### src/rtl/perint_pkg.sv
package perint_pkg;
  localparam int VW     = 24;
  localparam int STRIDE = 4;
  localparam logic [VW-1:0] XFR_BASE  = 24'hFF20C2;
  localparam logic [VW-1:0] DUMMY_VEC = 24'hFFFFFE;

  function automatic logic [VW-1:0] chan_vec(input logic [VW-1:0] base, input int unsigned idx);
    return base + VW'(idx * STRIDE);
  endfunction
endpackage

### src/rtl/perint_regs.sv
module perint_regs #(
  parameter int NCH = 16,
  localparam int IW = $clog2(NCH)
) (
  input  logic           clk,
  input  logic           rst,
  input  logic           wr_en,
  input  logic           wr_sel,
  input  logic [NCH-1:0] wr_data,
  input  logic           rd_sel,
  input  logic           cz_valid,
  input  logic [IW-1:0]  cz_chan,
  output logic [NCH-1:0] mask_q,
  output logic [NCH-1:0] sel_q,
  output logic [NCH-1:0] rd_data,
  output logic           sel_clr_up
);
  logic [NCH-1:0] sel_nx;

  always_comb begin
    sel_nx = (wr_en && wr_sel) ? wr_data : sel_q;
    if (cz_valid) sel_nx[cz_chan] = 1'b0;
  end

  always_ff @(posedge clk) begin
    if (rst) begin
      mask_q     <= '0;
      sel_q      <= '0;
      rd_data    <= '0;
      sel_clr_up <= 1'b0;
    end else begin
      if (wr_en && !wr_sel) mask_q <= wr_data;
      sel_q      <= sel_nx;
      rd_data    <= rd_sel ? sel_q : mask_q;
      sel_clr_up <= cz_valid;
    end
  end

  // count-zero wins over a same-cycle select write
  assert_cz_clears_sel_R8: assert property (@(posedge clk) disable iff (rst)
    cz_valid |=> (sel_q[$past(cz_chan)] == 1'b0));
  assert_cz_pulses_up_R8: assert property (@(posedge clk) disable iff (rst)
    cz_valid |=> sel_clr_up);
endmodule

### src/rtl/perint_pend.sv
module perint_pend #(
  parameter int NCH = 16
) (
  input  logic           clk,
  input  logic           rst,
  input  logic [NCH-1:0] pulse,
  input  logic [NCH-1:0] clr,
  output logic [NCH-1:0] pend
);
  for (genvar i = 0; i < NCH; i++) begin : g_ch
    always_ff @(posedge clk) begin
      if (rst)           pend[i] <= 1'b0;
      else if (pulse[i]) pend[i] <= 1'b1;
      else if (clr[i])   pend[i] <= 1'b0;
    end

    // a pulse always leaves the channel pending
    assert_pulse_sets_R9: assert property (@(posedge clk) disable iff (rst)
      pulse[i] |=> pend[i]);
  end

  // at most one flag is cleared per acknowledge
  assert_single_clear_R5: assert property (@(posedge clk) disable iff (rst)
    $onehot0(clr));
endmodule

### src/rtl/perint_prio.sv
module perint_prio #(
  parameter int NCH = 16,
  localparam int IW = $clog2(NCH)
) (
  input  logic [NCH-1:0] req,
  output logic           any,
  output logic [IW-1:0]  idx
);
  always_comb begin
    any = 1'b0;
    idx = '0;
    for (int i = 0; i < NCH; i++) begin
      if (req[i]) begin
        any = 1'b1;
        idx = IW'(i);
      end
    end
  end
endmodule

### src/rtl/perint_hub.sv
module perint_hub
  import perint_pkg::*;
#(
  parameter int NCH = 16,
  parameter logic [23:0] STD_BASE = 24'hFF2200,
  localparam int IW = $clog2(NCH)
) (
  input  logic           clk,
  input  logic           rst,
  input  logic           wr_en,
  input  logic           wr_sel,
  input  logic [NCH-1:0] wr_data,
  input  logic           rd_sel,
  output logic [NCH-1:0] rd_data,
  input  logic [NCH-1:0] chan_pulse,
  input  logic           ack_std,
  input  logic           ack_xfer,
  input  logic           cz_valid,
  input  logic [IW-1:0]  cz_chan,
  output logic           irq_std,
  output logic           irq_xfer,
  output logic [VW-1:0]  ack_vec,
  output logic           sel_clr_up
);
  logic [NCH-1:0] mask_q, sel_q, pend, clr;
  logic [NCH-1:0] grp_req [2];
  logic           grp_any [2];
  logic [IW-1:0]  grp_idx [2];

  perint_regs #(.NCH(NCH)) u_regs (
    .clk, .rst, .wr_en, .wr_sel, .wr_data, .rd_sel, .cz_valid, .cz_chan,
    .mask_q, .sel_q, .rd_data, .sel_clr_up
  );

  perint_pend #(.NCH(NCH)) u_pend (
    .clk, .rst, .pulse(chan_pulse), .clr, .pend
  );

  assign grp_req[0] = pend & mask_q & ~sel_q;
  assign grp_req[1] = pend & mask_q &  sel_q;

  for (genvar g = 0; g < 2; g++) begin : g_grp
    perint_prio #(.NCH(NCH)) u_prio (
      .req(grp_req[g]), .any(grp_any[g]), .idx(grp_idx[g])
    );
  end

  always_comb begin
    clr = '0;
    if (ack_std) begin
      if (grp_any[0]) clr[grp_idx[0]] = 1'b1;
    end else if (ack_xfer) begin
      if (grp_any[1]) clr[grp_idx[1]] = 1'b1;
    end
  end

  always_ff @(posedge clk) begin
    if (rst) begin
      irq_std  <= 1'b0;
      irq_xfer <= 1'b0;
      ack_vec  <= '0;
    end else begin
      irq_std  <= |grp_req[0];
      irq_xfer <= |grp_req[1];
      if (ack_std)
        ack_vec <= grp_any[0] ? chan_vec(STD_BASE, int'(grp_idx[0])) : DUMMY_VEC;
      else if (ack_xfer)
        ack_vec <= grp_any[1] ? chan_vec(XFR_BASE, int'(grp_idx[1])) : DUMMY_VEC;
    end
  end

  // empty standard acknowledge gives the dummy code and clears nothing
  assert_dummy_code_R7: assert property (@(posedge clk) disable iff (rst)
    (ack_std && !grp_any[0]) |=> (ack_vec == DUMMY_VEC));
  assert_dummy_keeps_pend_R7: assert property (@(posedge clk) disable iff (rst)
    (ack_std && !grp_any[0] && chan_pulse == '0) |=> (pend == $past(pend)));
  // a transfer acknowledge alongside a standard one clears no transfer flag
  assert_std_first_R10: assert property (@(posedge clk) disable iff (rst)
    (ack_std && ack_xfer) |=> ((pend & $past(grp_req[1])) == $past(grp_req[1])));
endmodule

### config.mk
export PLATFORM = sky130hd
export DESIGN_NAME = perint_hub
export DESIGN_NICKNAME = d
export VERILOG_FILES = /design/src/rtl/perint_pkg.sv /design/src/rtl/perint_regs.sv /design/src/rtl/perint_pend.sv /design/src/rtl/perint_prio.sv /design/src/rtl/perint_hub.sv
export SDC_FILE = /design/constraint.sdc
export NUM_CORES = 1
export LEC_CHECK = 0
export BUFFER_PORTS_ARGS = -buffer_cell sky130_fd_sc_hd__buf_2
export CORE_MARGIN = 2
export CORE_UTILIZATION = 45
export CTS_CLUSTER_SIZE = 16
export DETAILED_ROUTE_END_ITERATION = 8
export GPL_ROUTABILITY_DRIVEN = 0
export HOLD_SLACK_MARGIN = 0.12
export PLACE_DENSITY = 0.69
export SYNTH_ARGS = -nofsm -noshare
export SYNTH_HDL_FRONTEND = slang
export SYNTH_SLANG_ARGS = --single-unit
### constraint.sdc
create_clock -name clk -period 2.4 [get_ports clk]
set_clock_uncertainty 0.05 [all_clocks]
set_input_delay 0.12 -clock clk [delete_from_list [all_inputs] [get_ports clk]]
set_output_delay 0.12 -clock clk [all_outputs]
set_load 0.005 [all_outputs]
==> results of run 1 <==
## repair_timing
item / 4_1_cts / 5_1_grt
setup buffers: 0 / 0
gates resized for setup: 0 / 4
hold buffers: 33 / 0
endpoints found under the hold margin: 49 / 0
endpoints found under the setup margin: 0 / 2
## worst max-delay path by stage
stage	from	endpoint	cells past startpoint	slack [ns]
after floorplan	u_regs.sel_q[13]	u_pend.pend[5]	6	0.16
after global placement	u_regs.sel_q[13]	u_pend.pend[5]	5	0.15
after detailed placement	u_regs.sel_q[13]	u_pend.pend[2]	6	0.08
after CTS	u_regs.sel_q[13]	u_pend.pend[2]	6	0.06
after global routing	u_regs.sel_q[11]	ack_vec[2]	6	0.01
final	u_regs.sel_q[13]	u_pend.pend[5]	5	0.08
## worst min-delay path, delay by kind of cell
kind / cells / cell delay, ns
buf+inv: 1 / 0.14
simple gates: 2 / 0.22
## sequential cells by signal (all words and copies together), names as in the netlist
| register | flops |
|---|---|
| ack_vec | 8 |
| u_pend.pend | 16 |
| irq_xfer | 1 |
| u_regs.rd_data | 16 |
| irq_std | 1 |
| u_regs.sel_q | 16 |
| u_regs.mask_q | 16 |
| u_regs.sel_clr_up | 1 |
## cell families (layout without fill, tap and decap cells)
family                 after synthesis  after routing  synth area share [%]
AO/OA/AOI/OAI                       88             88                 15.98
other                                1              1               0.09954
buffers and inverters               53            155                 7.107
flip-flops                          75             75                 39.85
multiplexers                        31             31                 8.237
AND/OR/NAND/NOR                    214            214                 28.73
## area by class of cell
type                            instances  area [um^2]  area share [%]
Clock buffer                           10        127.6           2.716
Multi-Input combinational cell        334         2004           42.65
Sequential cell                        75         1503           31.98
Tap cell                              105        131.4           2.796
Clock inverter                          6        63.81           1.358
Timing Repair Buffer                  124        813.3           17.31
Inverter                               15        56.30           1.198
## per-stage QoR
stage | std cells | setup WS [ns] | instance area, um^2
finish | 669 | 0.07897 | 4700
global placement | 620 | 0.1502 | 4170
detailed placement | 620 | 0.07552 | 4170
CTS | 669 | 0.06400 | 4692
floorplan | 462 | 0.1581 | 3767
global route | 669 | 0.01116 | 4700
## power breakdown
part	total, mW	internal, mW	switching, mW
clock	0.963	0.480	0.483
sequential	1.39	1.32	0.0696
combinational	0.442	0.210	0.232
## layer usage
| layer | up-vias | routed length [um] |
|---|---|---|
| met5 | - | 0 |
| met4 | 0 | 165 |
| met3 | 17 | 993 |
| met2 | 187 | 4855 |
| met1 | 1720 | 4713 |
| li1 | 1847 | - |
## layout by cell type, fill, tap and decap left out, types with 3 or more instances in the layout
cell type                       synthesis  routed
sky130_fd_sc_hd__a211oi_1               4       4
sky130_fd_sc_hd__a21oi_1               28      28
sky130_fd_sc_hd__a221oi_1               7       7
sky130_fd_sc_hd__a31oi_1                5       5
sky130_fd_sc_hd__and2_1                 4       4
sky130_fd_sc_hd__and3_1                 6       6
sky130_fd_sc_hd__and3b_1               10      10
sky130_fd_sc_hd__buf_2                  1      85
sky130_fd_sc_hd__buf_4                 16       5
sky130_fd_sc_hd__clkbuf_8               0       9
sky130_fd_sc_hd__dfxtp_1               75      74
sky130_fd_sc_hd__dlygate4sd3_1          0      33
sky130_fd_sc_hd__inv_1                 15      15
sky130_fd_sc_hd__mux2i_1               31      31
sky130_fd_sc_hd__nand2_1               50      50
sky130_fd_sc_hd__nand2b_1               4       4
sky130_fd_sc_hd__nand3_1               26      26
sky130_fd_sc_hd__nand3b_1              12      12
sky130_fd_sc_hd__nand4_1                7       7
sky130_fd_sc_hd__nor2_1                54      54
sky130_fd_sc_hd__nor2b_1                3       3
sky130_fd_sc_hd__nor3_1                25      24
sky130_fd_sc_hd__o211ai_1               5       5
sky130_fd_sc_hd__o21a_1                 3       3
sky130_fd_sc_hd__o21ai_0                6       5
sky130_fd_sc_hd__o31a_1                 3       3
sky130_fd_sc_hd__o31ai_1                9       9
sky130_fd_sc_hd__o41ai_1                4       4
sky130_fd_sc_hd__or2_2                  3       3
==> Implementation_results.wiki, run 1 <==
{| class="wikitable"
! Metric !! Value
|-
| Number of top-level pins || 87
|-
| Portion of synthesized cell area occupied by the leading cell type || 39.85%
|-
| Hold Path Stages || 3
|-
| Post-layout min period || 2.321 ns
|-
| Hold slack || 0.1290 ns
|-
| Highest net fanout along the worst path || 6
|-
| Global-route layer with the greatest usage || met2
|-
| Die height || 95.50 um
|-
| Number of setup violations in the final report || 0
|-
| Most common flop cell mapped by yosys || sky130_fd_sc_hd__dfxtp_1
|-
| Wire length per cell || 16.04 um
|-
| Initial antenna violation count || 0
|-
| Global route overflow || 0
|-
| RSZ-0062 raised after global routing || false
|-
| Post-layout total power || 2.792 mW
|-
| Combined area of all synthesized cells || 3767 um^2
|-
| Leading cell type by number of instances after synthesis || sky130_fd_sc_hd__dfxtp_1
|-
| Global routing usage on met2 || 39.26%
|-
| Core ar. || 8175 um^2
|-
| Portion of the post-synthesis area used by sequential elements || 39.85%
|-
| Slowest Stage Delay on Critical Path || 0.60 ns
|-
| Via density || 5.637
|-
| Transition time of the tightest slew-check pin || 0.9358 ns
|-
| Share of final-layout standard cells stronger than drive strength 1 || 20.39%
|-
| Count of standard-cell rows || 33
|-
| Insertion delay to the later sink of the worst-skew pair || 0.35 ns
|-
| Flip-flop and latch count after synthesis || 75
|-
| Reg-to-reg slack, setup || 0.08 ns
|-
| First-pass GRT wire length || 17.02 mm
|-
| Number of cells traversed by the worst register-to-register path || 5
|-
| Width of the die || 95.50 um
|-
| Filler instances || 766
|-
| Clock slew seen by the registers of the worst setup and hold paths || 0.08 ns
|-
| Slowest cell on the critical path || sky130_fd_sc_hd__or4_4
|-
| Number of enable flip-flop cells after synthesis || 0
|-
| CTS Root Cell || sky130_fd_sc_hd__clkbuf_8
|-
| Number of max-cap violations || 0
|-
| Fin util || 57.48%
|-
| Relative slew slack || 37.46%
|-
| Cell mode on critical path || sky130_fd_sc_hd__or4_4
|-
| Crit Path Category || flip-flop to flip-flop
|-
| Capturing point of the worst reg2reg path || u_pend.pend[5]
|-
| Starting DRT DRC Count || 268
|-
| Accumulated negative setup slack || 0 ns
|-
| Clock buffer count from CTS || 9
|-
| Count of different cell masters after synthesis || 45
|-
| Post-synth net total || 506
|-
| Number of H-tree levels || 3
|-
| Fraction of met1 tracks used by global routing || 32.13%
|-
| Biggest area consumer among synthesized cells || sky130_fd_sc_hd__dfxtp_1
|-
| Via count of the first global-routing pass || 3529
|-
| TritonCTS clock tree || yes
|-
| Final wirelength || 10.73 mm
|-
| Hold Path Origin || cz_chan[3]
|-
| Crit path buffers/inverters || 0
|-
| Worst VDD drop || 0.2882 mV
|-
| Post-synth ARST share || 0%
|-
| Outcome || complete, no violations
|-
| Cell-by-cell trace of the critical path || and3b_1 -> or4_4 -> or4_4 -> o31a_1 -> o21a_1
|-
| Count of clock tree sinks || 75
|-
| Power density over the cells || 594.0 nW/um^2
|-
| Dpl hpwl || 7.892 mm
|-
| PortBufs || 85
|-
| Pin count of the biggest net entering global routing || 38
|-
| Pins Over Slew Limit || 0
|-
| Final #Nets || 603
|-
| Routed Antenna Nets || 0
|-
| Total number of vias || 3771
|-
| Starting density of the core || 46.08%
|-
| Kind of cell adding the most delay to the critical path || simple AND/OR/NAND/NOR gates
|-
| Buffer levels on the longest clock path || 2
|-
| Total iterations of the first detailed-routing run || 5
|-
| Commonest cells in the netlist || 75 x sky130_fd_sc_hd__dfxtp_1, 54 x sky130_fd_sc_hd__nor2_1, 50 x sky130_fd_sc_hd__nand2_1
|-
| Synthesized instance count || 462
|-
| Relative area change from synthesis to final layout || 24.74%
|-
| Worst hold-check path type || primary input to flip-flop
|-
| Leak pwr || 2.135 nW
|-
| Die Outline Area || 9120 um^2
|-
| Largest cells by area after synthesis || sky130_fd_sc_hd__dfxtp_1 40%, sky130_fd_sc_hd__mux2i_1 8.2%, sky130_fd_sc_hd__nor2_1 5.4%
|-
| Data arrival at the endpoint of the critical path || 2.51 ns
|-
| Synth warnings || 0
|-
| Antenna Diode Count || 0
|-
| Fraction of the cycle the final worst path needs || 96.71%
|-
| GRT Resource Usage Total || 24.22%
|-
| Highest Clock Rate || 430.8 MHz
|-
| Average cell area after synthesis || 8.154 um^2
|-
| Detailed-route DRC error count || 0
|-
| Kind of capture point of the worst setup path || flip-flop
|-
| Hold worst-path end || u_regs.sel_q[0]
|-
| Launching element type of the critical path || flip-flop
|-
| Critical Path RT || 2.59 ns
|-
| GRT met3 Usage || 5.138%
|-
| Startpoint of the worst register-to-register path || u_regs.sel_q[13]
|-
| Final hold violations || 0
|}
Note: power is estimated with default switching activity, not from simulation.
==> run 2, diff against run 1 <==
--- a/config.mk
+++ b/config.mk
@@ -15,4 +15,5 @@
 export PLACE_DENSITY = 0.69
 export SYNTH_ARGS = -nofsm -noshare
 export SYNTH_HDL_FRONTEND = slang
+export SYNTH_HIERARCHICAL = 1
 export SYNTH_SLANG_ARGS = --single-unit
==> run 2 against run 1 <==
Against the previous run: the run now ends with negative setup slack left; synthesized cell count down 0.65%; first-iteration DRC count up 45%; critical endpoint is now u_pend/pend[6]; clock power up 25%; largest cell class unchanged; synthesized area up 2.4%; sequential power about the same; final area up 11%; total power up 10%; register-to-register slack worse by 0.08 ns; sequential share of layout area down 3.0 points; global-route usage down 0.34 points; worst setup slack worse by 0.080 ns; count of clock-buffer cells in the layout down 1.
==> Implementation_results.wiki, run 2 <==
{| class="wikitable"
! Metric !! Value
|-
| Synth Area in Adders || 0% (unchanged)
|-
| Kind of capture point of the worst setup path || flip-flop (unchanged)
|-
| Commonest non-fill, non-tap cell in the layout || sky130_fd_sc_hd__buf_2 (unchanged)
|-
| GRT Resource Usage Total || 23.88% (was 24.22%)
|-
| Register area || 1509 um^2 (was 1503 um^2)
|-
| Combined area of all synthesized cells || 3856 um^2 (was 3767 um^2)
|-
| Count of standard-cell rows || 33 (unchanged)
|-
| Violations in the final reports || negative setup slack
|-
| Commonest cells after routing, fill and taps aside || 85 x sky130_fd_sc_hd__buf_2, 69 x sky130_fd_sc_hd__dfxtp_1, 46 x sky130_fd_sc_hd__nor2_1 (was 85 x sky130_fd_sc_hd__buf_2, 74 x sky130_fd_sc_hd__dfxtp_1, 54 x sky130_fd_sc_hd__nor2_1)
|-
| Post-layout min period || 2.401 ns (was 2.321 ns)
|-
| Portion of synthesized cell area occupied by the leading cell type || 38.94% (was 39.85%)
|-
| Most common flop cell mapped by yosys || sky130_fd_sc_hd__dfxtp_1 (unchanged)
|-
| Xor and xnor fraction of the mapped netlist area || 0% (unchanged)
|-
| Leading cell type by number of instances after synthesis || sky130_fd_sc_hd__dfxtp_1 (unchanged)
|-
| CTS Root Cell || sky130_fd_sc_hd__clkbuf_8 (unchanged)
|-
| Die Outline Area || 9326 um^2 (was 9120 um^2)
|-
| Count of clock tree sinks || 75 (unchanged)
|-
| Antenna Diode Count || 0 (unchanged)
|-
| First-pass GRT wire length || 17.00 mm (was 17.02 mm)
|-
| Total area of multi-input combinational cells || 2151 um^2 (was 2004 um^2)
|-
| Total number of vias || 3899 (was 3771)
|-
| Cell Int Power || 2.272 mW (was 2.007 mW)
|-
| Starting DRT DRC Count || 389 (was 268)
|-
| Portion of total power attributed to the clock network || 38.9% (was 34.5%)
|-
| Starting density of the core || 46.70% (was 46.08%)
|-
| Number of H-tree levels || 3 (unchanged)
|-
| Core ar. || 8258 um^2 (was 8175 um^2)
|-
| Portion of the post-synthesis area used by sequential elements || 38.94% (was 39.85%)
|-
| Fraction of power spent switching nets || 26.16% (was 28.10%)
|-
| Total iterations of the first detailed-routing run || 6 (was 5)
|-
| Fin cells || 705 (was 669)
|-
| Fin util || 63.05% (was 57.48%)
|-
| Launching element type of the critical path || flip-flop (unchanged)
|-
| Number of enable flip-flop cells after synthesis || 0 (unchanged)
|-
| Pin count of the biggest net entering global routing || 76 (was 38)
|-
| Insertion delay to the later sink of the worst-skew pair || 0.36 ns (was 0.35 ns)
|-
| RSZ-0062 raised after global routing || true (was false)
|-
| Detailed-route DRC error count || 0 (unchanged)
|-
| Cell total after placement || 641 (was 620)
|-
| Leak pwr || 2.423 nW (was 2.135 nW)
|-
| Largest cells by area after synthesis || sky130_fd_sc_hd__dfxtp_1 39%, sky130_fd_sc_hd__mux2i_1 8.3%, sky130_fd_sc_hd__nand2b_1 4.7% (was sky130_fd_sc_hd__dfxtp_1 40%, sky130_fd_sc_hd__mux2i_1 8.2%, sky130_fd_sc_hd__nor2_1 5.4%)
|-
| Filler instances || 748 (was 766)
|-
| PortBufs || 85 (unchanged)
|-
| Final wirelength || 11.04 mm (was 10.73 mm)
|-
| Least setup slack across all paths after layout || -0.001151 ns (was 0.07897 ns)
|-
| Synthesized-area fraction occupied by ao, oa, aoi and oai cells || 12.82% (was 15.97%)
|-
| Post-synth ARST share || 0% (unchanged)
|-
| Post-placement worst setup slack || -0.01514 ns (was 0.07552 ns)
|-
| Final #Nets || 639 (was 603)
|-
| Dpl cell area || 4358 um^2 (was 4170 um^2)
|-
| Via count of the first global-routing pass || 3584 (was 3529)
|-
| Clock slew seen by the registers of the worst setup and hold paths || 0.08 ns (about the same)
|-
| Hold Path Stages || 3 (unchanged)
|-
| Width of the die || 96.57 um (was 95.50 um)
|-
| Synth warnings || 6 (was 0)
|-
| Outcome || finished with violations (was complete, no violations)
|-
| Worst hold-check path type || primary input to flip-flop (unchanged)
|-
| Global route overflow || 0 (unchanged)
|-
| Critical Path RT || 2.59 ns (about the same)
|-
| Buffer levels on the longest clock path || 2 (unchanged)
|-
| Multiplexer fraction of the synthesized cell area || 8.306% (was 8.236%)
|-
| Via density || 5.530 (was 5.637)
|-
| Routed Antenna Nets || 0 (unchanged)
|-
| Flip-flop and latch count after synthesis || 75 (unchanged)
|-
| Highest Clock Rate || 416.5 MHz (was 430.8 MHz)
|-
| Count of different cell masters after synthesis || 43 (was 45)
|-
| Worst VDD drop || 0.5173 mV (was 0.2882 mV)
|-
| Share of total power in combinational logic || 16.5% (was 15.8%)
|-
| Highest net fanout along the worst path || 4 (was 6)
|-
| Pins Over Slew Limit || 0 (unchanged)
|-
| Final hold violations || 0 (unchanged)
|-
| Data arrival at the endpoint of the critical path || 2.59 ns (was 2.51 ns)
|-
| Number of setup violations in the final report || 1 (was 0)
|-
| Biggest area consumer among synthesized cells || sky130_fd_sc_hd__dfxtp_1 (unchanged)
|-
| Die height || 96.57 um (was 95.50 um)
|-
| Power density over the cells || 591.0 nW/um^2 (was 594.0 nW/um^2)
|-
| Main combinational cell family by area after synthesis || simple AND/OR/NAND/NOR gates (unchanged)
|-
| Synthesized instance count || 459 (was 462)
|-
| Relative area change from synthesis to final layout || 35.01% (was 24.74%)
|-
| Simple-gate portion of the synthesized area || 31.18% (was 28.73%)
|-
| Fraction of the cycle the final worst path needs || 100.0% (was 96.71%)
|-
| Number of top-level pins || 87 (unchanged)
|-
| Wire length per cell || 15.65 um (was 16.04 um)
|-
| Post-layout total power || 3.077 mW (was 2.792 mW)
|-
| Post-synth net total || 503 (was 506)
|-
| Portion of total power attributed to sequential cells || 44.6% (was 49.7%)
|-
| Relative slew slack || 52.17% (was 37.46%)
|-
| Initial antenna violation count || 0 (unchanged)
|-
| Transition time of the tightest slew-check pin || 0.7174 ns (was 0.9358 ns)
|-
| Switching power of the nets || 804.8 uW (was 784.4 uW)
|-
| Crit Path Category || flip-flop to flip-flop (unchanged)
|-
| Clock buffer count from CTS || 9 (unchanged)
|-
| Number of cells traversed by the worst register-to-register path || 10 (was 5)
|-
| Dpl hpwl || 7.746 mm (was 7.892 mm)
|-
| Share of final-layout standard cells stronger than drive strength 1 || 30.67% (was 20.39%)
|-
| Accumulated negative setup slack || -0.001151 ns (was 0 ns)
|-
| TritonCTS clock tree || yes (unchanged)
|-
| Area of all placed cells without fillers || 5206 um^2 (was 4700 um^2)
|-
| Hold slack || 0.1191 ns (was 0.1290 ns)
|-
| Commonest cells in the netlist || 75 x sky130_fd_sc_hd__dfxtp_1, 46 x sky130_fd_sc_hd__nand2_1, 46 x sky130_fd_sc_hd__nor2_1 (was 75 x sky130_fd_sc_hd__dfxtp_1, 54 x sky130_fd_sc_hd__nor2_1, 50 x sky130_fd_sc_hd__nand2_1)
|-
| Number of max-cap violations || 0 (unchanged)
|-
| Average cell area after synthesis || 8.401 um^2 (was 8.154 um^2)
|}
-- run 2: cell type report --
| cell class | count | share of cell area (%) |
|---|---|---|
| clock inverter | 7 | 2.379 |
| sequential | 75 | 28.98 |
| inverter | 21 | 1.514 |
| clock buffer | 9 | 2.379 |
| multi-input combinational | 330 | 41.31 |
| timing repair buffer | 158 | 20.91 |
| tap | 105 | 2.523 |
-- run 2: final timing paths --
check,endpoint,slack (ns),start
setup / recovery,u_pend/pend[6],-0.001,u_regs/sel_q[11]
hold / removal,ack_vec[22],0.12,ack_xfer
setup reg to reg,u_pend/pend[6],-0.001,u_regs/sel_q[11]
hold reg to reg,u_regs/mask_q[12],0.44,u_regs/mask_q[12]
-- run 2: timing repair --
action / 4_1_cts / 5_1_grt
endpoints found under the setup margin: 8 / 16
hold buffers: 41 / 0
buffers inserted: 1 / 6
gates resized for setup: 6 / 26
pin swaps: 3 / 15
hold endpoints to repair: 51 / 0
-- run 2: logic make-up (layout without fill, tap and decap cells) --
kind of cell,after synthesis,in the layout
compound gates,76,76
buf+inv,54,195
flops,75,75
mux,32,32
other cells,1,1
simple gates,221,221
-- run 2: worst max-delay path, cell delays in order (launching register included) --
cell                       delay [ns]
sky130_fd_sc_hd__dfxtp_2         0.34
sky130_fd_sc_hd__buf_4           0.12
sky130_fd_sc_hd__and3b_2         0.24
sky130_fd_sc_hd__or3b_1          0.39
sky130_fd_sc_hd__a311oi_1        0.27
sky130_fd_sc_hd__a31oi_1         0.12
sky130_fd_sc_hd__and3b_2         0.34
sky130_fd_sc_hd__nand2_4         0.09
sky130_fd_sc_hd__o22ai_2         0.13
sky130_fd_sc_hd__nand2b_4        0.15
sky130_fd_sc_hd__a21oi_2         0.04
-- run 2: routing by layer --
metal,wire (um),vias to the layer above,track usage [%]
met5,0,-,0
met3,684,30,4.888
met1,4805,1822,30.25
li1,-,1880,-
met4,280,0,10.56
met2,5265,167,39.29
-- run 2: power groups by stage --
stage | clock network, mW | registers [mW] | logic, mW
2_1_floorplan | 0 | 1.39 | 0.280
3_3_place_gp | 0 | 1.39 | 0.410
3_5_place_dp | 0 | 1.40 | 0.416
4_1_cts | 1.22 | 1.37 | 0.471
5_1_grt | 1.26 | 1.38 | 0.558
6_report | 1.20 | 1.37 | 0.507
==> run 3, diff against run 2 <==
--- a/config.mk
+++ b/config.mk
@@ -7,12 +7,12 @@
 export LEC_CHECK = 0
 export BUFFER_PORTS_ARGS = -buffer_cell sky130_fd_sc_hd__buf_2
 export CORE_MARGIN = 2
-export CORE_UTILIZATION = 45
+export CORE_UTILIZATION = 49
 export CTS_CLUSTER_SIZE = 16
 export DETAILED_ROUTE_END_ITERATION = 8
 export GPL_ROUTABILITY_DRIVEN = 0
 export HOLD_SLACK_MARGIN = 0.12
-export PLACE_DENSITY = 0.69
+export PLACE_DENSITY = 0.76
 export SYNTH_ARGS = -nofsm -noshare
 export SYNTH_HDL_FRONTEND = slang
 export SYNTH_HIERARCHICAL = 1
==> run 3 against run 2 <==
Against the previous run: the flow still finishes with violations (negative setup slack); clock power shrank 8%; first-iteration DRC count down 9.8%; global-route usage grew 1.4 points; utilization up 4.8 points; fmax is 2.2% lower; register-to-register slack got worse by 0.06 ns; die area fell by 7.8%; flip-flop and latch count unchanged; final area is 0.17% higher; sequential share of layout area is 0.073 points lower; worst setup slack got worse by 0.055 ns; critical path type unchanged; largest cell class unchanged.
==> Implementation_results.wiki, run 3 (synthesis results as in run 2) <==
{| class="wikitable"
! Metric !! Value
|-
| Antenna Diode Count || 0 (unchanged)
|-
| Slowest cell on the critical path || sky130_fd_sc_hd__or4_4 (was sky130_fd_sc_hd__or3b_1)
|-
| Count of clock tree sinks || 75 (unchanged)
|-
| Die height || 92.71 um (was 96.57 um)
|-
| Core ar. || 7687 um^2 (was 8258 um^2)
|-
| GRT Resource Usage Total || 25.26% (was 23.88%)
|-
| Violations in the final reports || negative setup slack (unchanged)
|-
| Dpl hpwl || 7.459 mm (was 7.746 mm)
|-
| Leak pwr || 2.409 nW (was 2.423 nW)
|-
| Initial antenna violation count || 0 (unchanged)
|-
| Critical Path RT || 2.58 ns (was 2.59 ns)
|-
| Startpoint of the worst register-to-register path || u_pend/pend[8] (was u_regs/sel_q[11])
|-
| Clock slew seen by the registers of the worst setup and hold paths || 0.08 ns (about the same)
|-
| Fin util || 67.84% (was 63.05%)
|-
| Launching element type of the critical path || flip-flop (unchanged)
|-
| Hold slack || 0.2008 ns (was 0.1191 ns)
|-
| Capturing point of the worst reg2reg path || u_pend/pend[4] (was u_pend/pend[6])
|-
| Hold worst-path end || u_regs/sel_q[15] (was ack_vec[22])
|-
| Clock buffer count from CTS || 9 (unchanged)
|-
| Width of the die || 92.71 um (was 96.57 um)
|-
| Kind of capture point of the worst setup path || flip-flop (unchanged)
|-
| Filler instances || 609 (was 748)
|-
| Crit Path Category || flip-flop to flip-flop (unchanged)
|-
| Cell-by-cell trace of the critical path || and3_1 -> or3b_1 -> a311oi_2 -> a31oi_2 -> or4_4 -> o22ai_1 -> nand2b_1 -> a21oi_2 (was buf_4 -> and3b_2 -> or3b_1 -> a311oi_1 -> a31oi_1 -> and3b_2 -> nand2_4 -> o22ai_2 -> nand2b_4 -> a21oi_2)
|-
| Global route overflow || 0 (unchanged)
|-
| Insertion delay to the later sink of the worst-skew pair || 0.35 ns (was 0.36 ns)
|-
| Share of final-layout standard cells stronger than drive strength 1 || 30.60% (was 30.67%)
|-
| First-pass GRT wire length || 16.98 mm (was 17.00 mm)
|-
| Worst hold-check path type || primary input to flip-flop (unchanged)
|-
| Post-layout min period || 2.456 ns (was 2.401 ns)
|-
| Via count of the first global-routing pass || 3600 (was 3584)
|-
| Starting density of the core || 50.16% (was 46.70%)
|-
| Hold Path Origin || cz_chan[0] (was ack_xfer)
|-
| Buffer levels on the longest clock path || 2 (unchanged)
|-
| Least setup slack across all paths after layout || -0.05623 ns (was -0.001151 ns)
|-
| Die Outline Area || 8595 um^2 (was 9326 um^2)
|-
| PortBufs || 85 (unchanged)
|-
| Number of top-level pins || 87 (unchanged)
|-
| Final hold violations || 0 (unchanged)
|-
| Total number of vias || 3904 (was 3899)
|-
| Pin count of the biggest net entering global routing || 34 (was 76)
|-
| Final wirelength || 11.37 mm (was 11.04 mm)
|-
| Routed Antenna Nets || 0 (unchanged)
|-
| RSZ-0062 raised after global routing || true (unchanged)
|-
| Relative slew slack || 53.40% (was 52.17%)
|-
| Number of cells traversed by the worst register-to-register path || 8 (was 10)
|-
| Pins Over Slew Limit || 0 (unchanged)
|-
| Wire length per cell || 16.24 um (was 15.65 um)
|-
| Worst VDD drop || 0.3909 mV (was 0.5173 mV)
|-
| TritonCTS clock tree || yes (unchanged)
|-
| Commonest cells after routing, fill and taps aside || 85 x sky130_fd_sc_hd__buf_2, 70 x sky130_fd_sc_hd__dfxtp_1, 46 x sky130_fd_sc_hd__nor2_1 (was 85 x sky130_fd_sc_hd__buf_2, 69 x sky130_fd_sc_hd__dfxtp_1, 46 x sky130_fd_sc_hd__nor2_1)
|-
| CTS Root Cell || sky130_fd_sc_hd__clkbuf_8 (unchanged)
|-
| Register area || 1508 um^2 (was 1509 um^2)
|-
| Highest Clock Rate || 407.1 MHz (was 416.5 MHz)
|-
| Commonest non-fill, non-tap cell in the layout || sky130_fd_sc_hd__buf_2 (unchanged)
|-
| Relative area change from synthesis to final layout || 35.24% (was 35.01%)
|-
| Fraction of the cycle the final worst path needs || 102.3% (was 100.0%)
|-
| Total iterations of the first detailed-routing run || 5 (was 6)
|-
| Count of standard-cell rows || 32 (was 33)
|-
| Data arrival at the endpoint of the critical path || 2.63 ns (was 2.59 ns)
|-
| Number of H-tree levels || 3 (unchanged)
|-
| Highest net fanout along the worst path || 5 (was 4)
|-
| Total area of multi-input combinational cells || 2205 um^2 (was 2151 um^2)
|-
| Number of max-cap violations || 0 (unchanged)
|-
| Number of setup violations in the final report || 6 (was 1)
|-
| Power density over the cells || 574.9 nW/um^2 (was 591.0 nW/um^2)
|-
| Transition time of the tightest slew-check pin || 0.6990 ns (was 0.7174 ns)
|-
| Slowest Stage Delay on Critical Path || 0.60 ns (was 0.39 ns)
|-
| Reg-to-reg slack, setup || -0.06 ns (was -0.001 ns)
|-
| Area of all placed cells without fillers || 5215 um^2 (was 5206 um^2)
|-
| Outcome || finished with violations (unchanged)
|-
| Detailed-route DRC error count || 0 (unchanged)
|-
| Final #Nets || 637 (was 639)
|-
| Dpl cell area || 4334 um^2 (was 4358 um^2)
|-
| Via density || 5.577 (was 5.530)
|-
| Starting DRT DRC Count || 351 (was 389)
|-
| Hold Path Stages || 4 (was 3)
|}
## run 3: layout make-up
class	instances	share of cell area (%)
sequential	75	28.91
inverter	21	1.512
clock buffer	12	2.975
multi-input combinational	330	42.27
clock inverter	4	1.392
tap	102	2.447
timing repair buffer	156	20.49
## run 3: stage by stage
stage,TNS [ns],setup WS [ns],power (mW),std cells
6_report,-0.1435,-0.05623,2.998,700
5_1_grt,-0.8880,-0.1048,3.109,700
4_1_cts,0,0.0009865,2.951,697
3_5_place_dp,-0.06154,-0.02292,1.811,637
3_3_place_gp,0,0.03206,1.800,637
2_1_floorplan,0,0.1186,1.665,459
## run 3: worst max path at each step
stage                      start              end  cells past startpoint
2_1_floorplan   u_regs/sel_q[11]  u_pend/pend[10]                      8
3_3_place_gp    u_regs/sel_q[11]   u_pend/pend[2]                      8
3_5_place_dp     u_pend/pend[11]  u_pend/pend[10]                      8
4_1_cts        u_regs/mask_q[11]  u_pend/pend[12]                     10
5_1_grt           u_pend/pend[2]   u_pend/pend[6]                      9
6_report          u_pend/pend[8]   u_pend/pend[4]                      8
## run 3: routing by layer
metal | wire [um] | up-vias | track usage [%]
li1 | - | 1873 | -
met1 | 4744 | 1806 | 31.64
met2 | 5512 | 181 | 40.82
met3 | 660 | 44 | 4.394
met4 | 448 | 0 | 14.83
met5 | 0 | - | 0
## run 3: where the power goes
part	switching, mW	internal, mW	total [mW]	leakage, nW
clock network	0.458	0.641	1.10	0.113
logic	0.264	0.260	0.525	1.68
registers	0.0575	1.32	1.37	0.619
## run 3: critical path, delay by kind of cell, from the launching register on
kind            cells  cell delay (ns)
compound gates      4             0.64
simple gates        4             1.30
flops               1             0.34
## run 3: timing repair
item / in CTS / in global routing
pin swaps: 3 / 16
setup endpoints to repair: 8 / 16
endpoints found under the hold margin: 52 / 0
hold buffers: 44 / 0
gates resized for setup: 2 / 35
buffers inserted: 0 / 3
